**src/rtl/exc_sel_pkg.sv**
```systemverilog
package exc_sel_pkg;

  localparam int NUM_CAUSE = 16;
  localparam int CAUSE_W   = $clog2(NUM_CAUSE);
  localparam int NUM_RANK  = 14;

  // Cause held at a given rank, rank 0 is the most urgent.
  function automatic int rank_cause(input int rank);
    case (rank)
      0:       return 3;
      1:       return 12;
      2:       return 1;
      3:       return 2;
      4:       return 0;
      5:       return 11;
      6:       return 9;
      7:       return 8;
      8:       return 6;
      9:       return 4;
      10:      return 15;
      11:      return 13;
      12:      return 7;
      13:      return 5;
      default: return 0;
    endcase
  endfunction

  // Defined causes are exactly those that appear in the ranking.
  function automatic logic [NUM_CAUSE-1:0] defined_causes();
    logic [NUM_CAUSE-1:0] m;
    m = '0;
    for (int r = 0; r < NUM_RANK; r++) m[rank_cause(r)] = 1'b1;
    return m;
  endfunction

  // Causes that originate on the instruction-fetch side.
  function automatic logic [NUM_CAUSE-1:0] fetch_side_causes();
    logic [NUM_CAUSE-1:0] m;
    m = '0;
    m[0]  = 1'b1;
    m[1]  = 1'b1;
    m[2]  = 1'b1;
    m[12] = 1'b1;
    return m;
  endfunction

endpackage

```
**src/rtl/exc_flag_filter.sv**
```systemverilog
module exc_flag_filter
  import exc_sel_pkg::*;
#(
  parameter int N = NUM_CAUSE
) (
  input  logic [N-1:0] raw_flags,
  input  logic [N-1:0] enable_mask,
  input  logic         fetch_mode,
  output logic [N-1:0] kept_flags
);
  localparam logic [N-1:0] LEGAL = N'(defined_causes());
  localparam logic [N-1:0] FETCH = N'(fetch_side_causes());

  logic [N-1:0] mode_mask;

  always_comb begin
    mode_mask  = fetch_mode ? FETCH : {N{1'b1}};
    kept_flags = raw_flags & enable_mask & LEGAL & mode_mask;
  end
endmodule

```
**src/rtl/exc_rank_arbiter.sv**
```systemverilog
module exc_rank_arbiter
  import exc_sel_pkg::*;
#(
  parameter int N     = NUM_CAUSE,
  parameter int RANKS = NUM_RANK
) (
  input  logic [N-1:0] kept_flags,
  output logic [N-1:0] grant
);
  logic [RANKS-1:0] rank_hit;
  logic [RANKS:0]   claimed;
  logic [RANKS-1:0] rank_win;

  assign claimed[0] = 1'b0;

  for (genvar r = 0; r < RANKS; r++) begin : g_rank
    localparam int C = rank_cause(r);
    assign rank_hit[r]  = kept_flags[C];
    assign rank_win[r]  = rank_hit[r] & ~claimed[r];
    assign claimed[r+1] = claimed[r] | rank_hit[r];
  end

  always_comb begin
    grant = '0;
    for (int r = 0; r < RANKS; r++) begin
      grant[rank_cause(r)] = grant[rank_cause(r)] | rank_win[r];
    end
  end
endmodule

```
**src/rtl/exc_cause_encode.sv**
```systemverilog
module exc_cause_encode
  import exc_sel_pkg::*;
#(
  parameter int N = NUM_CAUSE,
  localparam int W = $clog2(N)
) (
  input  logic [N-1:0] grant,
  output logic [W-1:0] cause
);
  always_comb begin
    cause = '0;
    for (int c = 0; c < N; c++) begin
      if (grant[c]) cause = cause | W'(c);
    end
  end
endmodule

```
**src/rtl/exc_cause_sel.sv**
```systemverilog
module exc_cause_sel
  import exc_sel_pkg::*;
#(
  parameter int N = NUM_CAUSE,
  localparam int W = $clog2(N)
) (
  input  logic [N-1:0] exc_raised,
  input  logic [N-1:0] unit_cause_en,
  input  logic         fetch_only,
  output logic         exc_valid,
  output logic [W-1:0] exc_cause
);
  logic [N-1:0] kept_flags;
  logic [N-1:0] grant;

  exc_flag_filter #(.N(N)) u_filter (
    .raw_flags   (exc_raised),
    .enable_mask (unit_cause_en),
    .fetch_mode  (fetch_only),
    .kept_flags  (kept_flags)
  );

  exc_rank_arbiter #(.N(N), .RANKS(NUM_RANK)) u_arb (
    .kept_flags (kept_flags),
    .grant      (grant)
  );

  exc_cause_encode #(.N(N)) u_enc (
    .grant (grant),
    .cause (exc_cause)
  );

  assign exc_valid = |kept_flags;
endmodule

```
**config.mk**
```make
export PLATFORM = sky130hd
export DESIGN_NAME = exc_cause_sel
export DESIGN_NICKNAME = d
export VERILOG_FILES = /design/src/rtl/exc_sel_pkg.sv /design/src/rtl/exc_flag_filter.sv /design/src/rtl/exc_rank_arbiter.sv /design/src/rtl/exc_cause_encode.sv /design/src/rtl/exc_cause_sel.sv
export SDC_FILE = /design/constraint.sdc
export NUM_CORES = 1
export LEC_CHECK = 0
export BUFFER_PORTS_ARGS = -buffer_cell sky130_fd_sc_hd__buf_2
export CAP_MARGIN = 20
export CELL_PAD_IN_SITES_DETAIL_PLACEMENT = 0
export CELL_PAD_IN_SITES_GLOBAL_PLACEMENT = 1
export CORE_MARGIN = 5
export CORE_UTILIZATION = 27
export DETAILED_ROUTE_END_ITERATION = 8
export PLACE_DENSITY = 0.83
export SETUP_SLACK_MARGIN = 0.5
export SYNTH_ARGS = -nofsm -noshare
export SYNTH_HDL_FRONTEND = slang
export SYNTH_HIERARCHICAL = 1
export SYNTH_SLANG_ARGS = --single-unit
```
**constraint.sdc**
```tcl
create_clock -name vclk -period 2.2
set_clock_uncertainty 0.1 [all_clocks]
set_input_delay 0.22 -clock vclk [all_inputs]
set_output_delay 0.22 -clock vclk [all_outputs]
set_load 0.01 [all_outputs]
```
## After elaboration in Yosys (flattened, before gate mapping)

Index checks and enable logic that the tools add are counted.
Widths: inputs -> output; s select.

| cells by class | value |
|---|---|
| muxes and demuxes | 14 |
| bitwise operators | 38 |
| reduce and logical (&&, ||, !) cells | 1 |

Operators with widths:

| kind | count |
|---|---|
| $and 16x16->16 | 2 |
| $mux 4 | 6 |
| $mux 16 | 1 |
| $reduce_or 16->1 | 1 |
| $and 1x1->1 | 12 |
| $mux 3 | 4 |
| $not 1->1 | 12 |
| $or 1x1->1 | 12 |
| $mux 2 | 2 |
| $mux 1 | 1 |

| storage, ports and cells | value |
|---|---|
| register bits after elaboration | 0 |
| output and inout bits | 5 |

## Logic depth before layout (Yosys ltp)

Gate-level depths: netlist (run 1).

| depth | value |
|---|---|
| depth in word-level cells | 25 |
| mapped depth | 6 |
| mapped depth without buffers | 5 |

## Modules after synthesis

Netlist (run 1), hierarchy kept.

By module, submodules not included:

| module | times used | cells an instance | area each (µm²) |
|---|---|---|---|
| exc_rank_arbiter | 1 | 30 | 234.0 |
| exc_flag_filter | 1 | 17 | 131.4 |
| exc_cause_encode | 1 | 11 | 65.1 |
| exc_cause_sel | 1 | 5 | 31.3 |

## Worst setup path after synthesis (run 1)

No wires, ideal clock.

| timing path | value |
|---|---|
| path type | input-to-output |
| from | input port exc_raised[3] |
| to | output port exc_cause[0] |
| arrival time | 1.633 ns |
| required time | 1.880 ns |
| path slack | 0.247 ns |
| stages | 6 |
| buffers on the path | 1 |
| path through | and3b_1 > or4_1 > buf_6 > nor3_1 > nor4_1 > nand2_1 |

| between the ends | value |
|---|---|
| elaborated cells between the ends (all ways) | 41 |
| those cells by class | mux (13); bitwise (28) |

RTL lines:

| item | line | text |
|---|---|---|
| from (decl) | exc_cause_sel.sv:7 | `input logic [N-1:0] exc_raised,` |
| $and 16x16->16 (2 in series) | exc_flag_filter.sv:18 | `kept_flags = raw_flags & enable_mask & LEGAL & mode_mask;` |
| $or 1x1->1 (9 in series) | exc_rank_arbiter.sv:20 | `assign claimed[r+1] = claimed[r] \| rank_hit[r];` |
| $not 1->1 | exc_rank_arbiter.sv:19 | `assign rank_win[r] = rank_hit[r] & ~claimed[r];` |
| $and 1x1->1 | exc_rank_arbiter.sv:19 |  |
| via grant[15] | exc_cause_sel.sv:14 | `logic [N-1:0] grant;` |
| $mux 4 | exc_cause_encode.sv:13 | `if (grant[c]) cause = cause \| W'(c);` |
| to (decl) | exc_cause_sel.sv:11 | `output logic [W-1:0] exc_cause` |

The timed path passes the listed nets, and every way through them passes these cells.

## Worst setup path after layout (run 1)

| timing path | value |
|---|---|
| from | input port exc_raised[12] |
| to | output port exc_cause[1] |

| between the ends | value |
|---|---|
| longest elaborated chain between the ends | 22 |
| elaborated cells between the ends (all ways) | 35 |
| those cells by class | mux (12); bitwise (23) |

Ends and longest elaborated chain:

| item | line | text |
|---|---|---|
| $and 16x16->16 (2 in series) | exc_flag_filter.sv:18 |  |
| via kept_flags[12] | exc_cause_sel.sv:13 | `logic [N-1:0] kept_flags;` |
| $or 1x1->1 (11 in series) | exc_rank_arbiter.sv:20 |  |
| $not 1->1 | exc_rank_arbiter.sv:19 |  |
| $and 1x1->1 | exc_rank_arbiter.sv:19 |  |
| via grant[7] | exc_cause_sel.sv:14 |  |
| $mux 3 | exc_cause_encode.sv:13 |  |
| $mux 4 (6 in series) | exc_cause_encode.sv:13 |  |

The timed path passes the listed nets, and every way through them passes these cells.

==> metrics.cfg, run 1 <==
[finish]
final.fill_count = 153
seq_cell_count = 0
regArea_um2 = 0
multi_input_area_um2 = 483.0
insertedDiodeCount = 0
layout.nets = 138
drive_gt1_share_pct = 63.11
clkbuf_count = 0
area_delta_synth_final_pct = 87.33

[pwr]
max-vdd-ir-drop_mv = 0.08487
p_leak_nw = 0.4057
power_density_nw_per_um2 = 185.6

[die]
die_w_um = 51.02
rows = 14
initial_core_util_pct = 29.13
io_pins = 38
dieArea_um2 = 2603
coreArea_um2 = 1559
die_y_um = 51.02

[clock_network]
ctsHoldBuffers = 0

[grt]
grtUsageTotal_pct = 10.87
grt_pass1_vias = 520
grt_max_degree = 11
grt_first_pass_wirelength_um = 2311
antenna_found_initial = 0
gr-total-overflow = 0

[timing]
setup_viol_count_final = 0
setup-tns-final_ns = 0
final-max-slew-violation-count = 0
fin_crit_ns = 2.068
timing.final.crit_share_pct = 93.99
finalHoldViolCount = 0
rsz0062_at_grt = true
fmax_mhz = 483.6
worst_hold_slack_ns = 0.7744

[job]
drv_cap = 0

[routing]
num_vias = 603
drt_iter0_markers = 11
first_pass_iters = 4
ant_nets = 0
vias_per_cell = 5.067
routed_wl_um = 1664
drc = 0
wl_per_cell_um = 13.98

[worst_hold_path]
hold_path.class = in2out
min_to = exc_valid
min_from = unit_cause_en[2]
hold_path_depth = 5

[worst_setup_path]
worst-setup-path-type = in2out
crit_path_top_delay_cell = or4_4
slowest_delay_ns = 0.55
critPathRequiredTime_ns = 1.88
crit_fanout = 5
startpoint_type = primary input
crit_chain = buf_6 -> and2_4 -> or4_4 -> buf_8 -> nor4_4 -> nor4_1 -> nand2_1 -> buf_2
critPathCaptureType = primary output
arrival_ns = 1.75

[synthesis]
syn_inst = 61
synth.avg_cell_area_um2 = 7.446
syn_area_um2 = 454.2
yosys_warnings = 6

[placed_design]
gp_congestion = 0.7459
portBuffers = 34
hpwl_um = 1216

[status]
status = finished clean

routing by layer:
layer  global-route usage [%]  up-vias  part of all wire [%]
met4                        0        0                     0
li1                         -      312                     -
met3                   0.5814        0                   6.1
met2                    20.60       23                    55
met5                        0        -                     0
met1                    14.26      268                    39
layout by cell type (no fill, tap or decap), types with 2 or more instances in the layout:
cell type   n
and2_4      3
buf_2      30
nor3_4      2
buf_4       8
buf_6       5
and3b_1    10
nand2b_1    2
inv_1       3
nor4_1      9
nor4_4      3
nand2_1     4
nor4_2      3
or4_4       2
buf_8       3
conb_1      4
report_power, final:
part | leakage [nW] | internal (mW) | switching [mW]
logic | 0.406 | 0.0874 | 0.0706
registers | 0 | 0 | 0
clock network | 0 | 0 | 0
worst max-delay path by stage:
stage | start | to | slack, ns | cells past startpoint
final | exc_raised[12] | exc_cause[1] | 0.13 | 8
after global routing | exc_raised[2] | exc_cause[1] | 0.05 | 8
after floorplan | exc_raised[3] | exc_cause[1] | 0.32 | 6
after CTS | unit_cause_en[12] | exc_cause[1] | 0.13 | 8
after detailed placement | fetch_only | exc_cause[1] | 0.02 | 8
after global placement | fetch_only | exc_cause[3] | 0.04 | 8
worst max-delay path, delay by kind of cell:
kind / cells / cell delay (ns)
buffers and inverters: 3 / 0.37
AND/OR/NAND/NOR: 5 / 1.16
cell type report:
type               instances  share of cell area [%]
inverters                  3                   1.324
multi-input cells         53                   56.76
well taps                 16                   2.353
repair buffers            47                   39.56
through the flow:
step           cells  cell area, um^2  total power [mW]  util (%)  setup slack (ns)
6_report         119            850.8            0.1579     54.57            0.1323
5_1_grt          119            850.8            0.1705     54.57           0.05343
4_1_cts          116            773.2            0.1367     49.60            0.1293
3_5_place_dp     114            684.4            0.1140     43.90           0.02398
3_3_place_gp     114            684.4            0.1120     43.90           0.03709
2_1_floorplan     63            490.5           0.07545         -            0.3212
what timing repair did:
| action | CTS | global route |
|---|---|---|
| hold endpoints to repair | 0 | 0 |
| endpoints found under the setup margin | 4 | 4 |
| gates cloned | 1 | 1 |
| buffers inserted | 1 | 2 |
| gates resized for setup | 15 | 8 |
| pin swaps | 9 | 5 |
Note: power is estimated with default switching activity, not from simulation.
==> inputs of run 2 (changes only) <==
Settings changed: PLACE_DENSITY 0.83 to default, PLACE_DENSITY_LB_ADDON from default to 0.1.
==> run 2 against run 1 <==
Against the previous run:
- utilization decreased by 3.4 points
- critical path depth unchanged
- highest routed layer unchanged
- worst hold slack got worse by 0.00072 ns
- first-iteration DRC count decreased by 18%
- non-clock buffer count increased by 1
- sequential share of layout area unchanged
- wire length decreased by 11%
- largest power group unchanged
- fmax decreased by 0.62%
- cell count increased by 0.84%
- critical endpoint unchanged
- combinational power decreased by 10%
==> metrics.cfg, run 2 (synthesis gave the netlist of run 1 again) <==
[grt]
gr-total-overflow = 0
grt_first_pass_wirelength_um = 2214
grt_pass1_vias = 557
antenna_found_initial = 0
grtUsageTotal_pct = 10.38
grt_max_degree = 11

[status]
status = finished clean

[timing]
postLayoutSetupSlackWorst_ns = 0.1195
setup_viol_count_final = 0
timing.final.crit_share_pct = 94.57
rsz0062_at_grt = true
fin_crit_ns = 2.081
final-max-slew-violation-count = 0
finalHoldViolCount = 0
fmax_mhz = 480.6
worst_hold_slack_ns = 0.7736

[placed_design]
hpwl_um = 1208
dpl.cell_count = 114
portBuffers = 34
pre_cts_ws_ns = -0.001023
gp_congestion = 0.7625

[worst_setup_path]
startpoint_type = primary input
worst-setup-path-type = in2out
critPathCaptureType = primary output
crit_path_top_delay_cell = or4_4
slowest_delay_ns = 0.54
critPathRequiredTime_ns = 1.88
crit_fanout = 5
crit_chain = buf_6 -> and2_4 -> or4_4 -> buf_8 -> nor4_4 -> nor4_1 -> nand2_1 -> buf_2
arrival_ns = 1.76

[finish]
final_util_pct = 51.20
area_delta_synth_final_pct = 75.76
seq_cell_count = 0
drive_gt1_share_pct = 60.58
regArea_um2 = 0
layout.nets = 139
layout_commonest_cell = buf_2
clkbuf_count = 0
insertedDiodeCount = 0
final_cell_mix = buf_2, nor4_1, buf_4, and3b_1
finalNonFillerCells = 120

[die]
coreArea_um2 = 1559
die_y_um = 51.02
io_pins = 38
dieArea_um2 = 2603
rows = 14
initial_core_util_pct = 29.13
die_w_um = 51.02

[job]
drv_cap = 0

[routing]
drt_iter0_markers = 9
ant_nets = 0
routed_wl_um = 1481
first_pass_iters = 4
wl_per_cell_um = 12.34
vias_per_cell = 5.067
num_vias = 608
drc = 0

[pwr]
p_total_mw = 0.1416
power_density_nw_per_um2 = 177.4
max-vdd-ir-drop_mv = 0.07840
p_leak_nw = 0.3939

[worst_hold_path]
min_from = exc_raised[2]
hold_path.class = in2out
hold_path_depth = 5
min_to = exc_valid

[clock_network]
ctsHoldBuffers = 0

## run 2: changes by cell type in the layout (fill, tap and decap cells not counted), sizes merged
cell  previous run  this run
buf             46        47
## run 2: worst max-delay path, delay by kind of cell
family	cells	cell delay, ns
buffers and inverters	3	0.36
and+or+nand+nor	5	1.18
## run 2: how the worst max path moves through the flow
stage / startpoint / to
after floorplan: exc_raised[3] / exc_cause[1]
after global placement: fetch_only / exc_cause[1]
after detailed placement: fetch_only / exc_cause[1]
after CTS: unit_cause_en[12] / exc_cause[1]
after global routing: unit_cause_en[12] / exc_cause[1]
final: unit_cause_en[12] / exc_cause[1]
## run 2: area by class of cell
type / count / area, um^2
inverter: 3 / 11.26
fill: 161 / 760.7
timing repair buffer: 48 / 335.3
tap: 16 / 20.02
multi-input combinational: 53 / 431.7
## run 2: repair_timing
action | in CTS | in global routing
pin swaps | 6 | 6
cloned | 1 | 1
resized for setup | 8 | 5
buffers inserted | 1 | 3
setup endpoints to repair | 4 | 4
## run 2: power by group
group          switching, mW  leakage, nW  internal (mW)  total, mW
registers                  0            0              0          0
clock network              0            0              0          0
logic                 0.0599        0.394         0.0816      0.142
## run 2: through the flow
stage | TNS, ns | instance area, um^2
floorplan | 0 | 490.5
global placement | 0 | 684.4
detailed placement | -0.001023 | 684.4
CTS | 0 | 726.9
global route | 0 | 798.3
finish | 0 | 798.3
## run 2: routing by layer
metal / wire length (um) / global-route usage (%)
met1: 675 / 14.76
met5: 0 / 0
met3: 91 / 0.5814
met2: 714 / 18.24
met4: 0 / 0
==> inputs of run 3 (changes only) <==
Settings changed: CELL_PAD_IN_SITES_DETAIL_PLACEMENT 0 to default, CELL_PAD_IN_SITES_GLOBAL_PLACEMENT 1 to default, CORE_AREA from default to 5 5 42 44, CORE_MARGIN 5 to default, CORE_UTILIZATION 27 to default, DIE_AREA from default to 0 0 47 49, PLACE_DENSITY_LB_ADDON 0.1 to default, SYNTH_HIERARCHICAL 1 to default.
==> run 3 against run 2 <==
Against the previous run:
- wire length down 29%
- die area down 12%
- combinational power down 28%
- critical path depth down 2
- critical path type unchanged
- critical endpoint unchanged
==> metrics.cfg, run 3 <==
[finish]
regArea_um2 = 0
finalNonFillerCells = 91
final_util_pct = 34.55
layout.nets = 110
clkbuf_count = 0
drive_gt1_share_pct = 56.00
area_delta_synth_final_pct = 110.3
layout_commonest_cell = buf_2
seq_cell_count = 0
insertedDiodeCount = 0
final_cell_mix = buf_2, nand2_1, buf_4

[grt]
grt_pass1_vias = 404
grt_first_pass_wirelength_um = 1538
gr-total-overflow = 0
grtUsageTotal_pct = 8.211
antenna_found_initial = 0
grt_max_degree = 11

[timing]
finalHoldViolCount = 0
setup-tns-final_ns = 0
fmax_mhz = 583.9
worstMarginPinSlew_ns = 0.3653
relSlewSlack_pct = 75.65
rsz0062_at_grt = true
setup_viol_count_final = 0
fin_crit_ns = 1.713
final-max-slew-violation-count = 0
timing.final.crit_share_pct = 77.85

[die]
rows = 14
dieArea_um2 = 2303
die_y_um = 49
die_w_um = 47
initial_core_util_pct = 16.43
coreArea_um2 = 1401
io_pins = 38

[pwr]
p_leak_nw = 0.2519
power_frac_clock_pct = 0
max-vdd-ir-drop_mv = 0.06828
p_seq_share_pct = 0
p_sw_share_pct = 44.59
combPwrFrac_pct = 100.0
p_switching_mw = 0.04529
p_int_mw = 0.05627
power_density_nw_per_um2 = 209.8

[synthesis]
synth.avg_cell_area_um2 = 6.222
syn_area_um2 = 230.2
synthAdderAreaFrac_pct = 0
syn_inst = 37
synth_top_cell_by_area = nand2_1
synth_top_cell_area_share_pct = 14.67
yosysSeqAreaShare_pct = 0
syn_nets = 70
muxShareOfSynthArea_pct = 0
yosys.area_share.simple_pct = 34.78
synth_top_family_by_area = compound AO/OA/AOI/OAI gates
yosys-top-cells-count = nand2_1, a31oi_1, nor2_1
yosys_warnings = 0
synth.distinct_cells = 21
synth.most_common_cell = nand2_1
synth_compound_area_share_pct = 63.59
synth_xor_area_share_pct = 0
synth_area_leaders = nand2_1, a31oi_1, a21o_1

[routing]
first_pass_iters = 4
ant_nets = 0
drc = 0
wl_per_cell_um = 11.55
vias_per_cell = 4.736
drt_iter0_markers = 8
num_vias = 431
routed_wl_um = 1051

[worst_setup_path]
setup.worst_path.end = exc_cause[1]
crit_start = exc_raised[12]
crit_fanout = 3
worst-setup-path-type = in2out
critPathRequiredTime_ns = 1.88
critPathCaptureType = primary output
arrival_ns = 1.39
startpoint_type = primary input

[placed_design]
gp_congestion = 0.7372
dpl.cell_count = 86
portBuffers = 34
hpwl_um = 826.6

[job]
drv_cap = 0

[status]
status = finished clean

[worst_hold_path]
hold_path.class = in2out

## run 3: layout make-up
cell class	count	area, um^2
fill	166	917.1
timing repair buffer	39	226.5
multi-input combinational	36	237.7
tap	16	20.02
## run 3: what timing repair did
action	CTS	global route
pin swaps	4	3
hold buffers	0	0
setup endpoints to repair	5	5
setup buffers	4	1
gates resized for setup	4	1
## run 3: per-layer routing
metal	global-route usage (%)	up-vias	part of all wire (%)
met5	0	-	0
li1	-	229	-
met1	9.783	181	39
met2	14.93	19	48
met3	0	2	10
met4	2.765	0	2.6
## run 3: worst min path at each step
stage / start / endpoint / depth (start not counted)
after floorplan: unit_cause_en[12] / exc_cause[2] / 2
after global placement: unit_cause_en[1] / exc_cause[0] / 4
after detailed placement: unit_cause_en[1] / exc_cause[0] / 4
after CTS: exc_raised[1] / exc_cause[0] / 4
after global routing: exc_raised[1] / exc_cause[0] / 4
final: exc_raised[1] / exc_cause[0] / 4
## run 3: kinds of logic after synthesis
| family | Yosys count |
|---|---|
| AO/OA/AOI/OAI | 20 |
| AND/OR/NAND/NOR | 16 |
| buffers and inverters | 1 |
## run 3: worst max-delay path, stage by stage
cell and delay, ns:
buf_6 0.09, a222oi_1 0.39, o211ai_1 0.19, nand2b_4 0.18, o31ai_2 0.16, buf_2 0.16
## run 3: power by group through the flow
stage | clock [mW] | sequential [mW] | combinational, mW
finish | 0 | 0 | 0.102
global route | 0 | 0 | 0.112
CTS | 0 | 0 | 0.0983
detailed placement | 0 | 0 | 0.0853
global placement | 0 | 0 | 0.0843
floorplan | 0 | 0 | 0.0432
## run 3: per-stage QoR
step / power [mW] / setup slack, ns / instance area, um^2 / hold slack (ns)
after floorplan: 0.04322 / 0.5193 / 230.2 / 0.5215
after global placement: 0.08433 / 0.3046 / 416.7 / 0.7392
after detailed placement: 0.08526 / 0.2799 / 416.7 / 0.7414
after CTS: 0.09829 / 0.4549 / 471.7 / 0.7145
after global routing: 0.1122 / 0.3537 / 484.2 / 0.7478
final: 0.1016 / 0.4873 / 484.2 / 0.7116
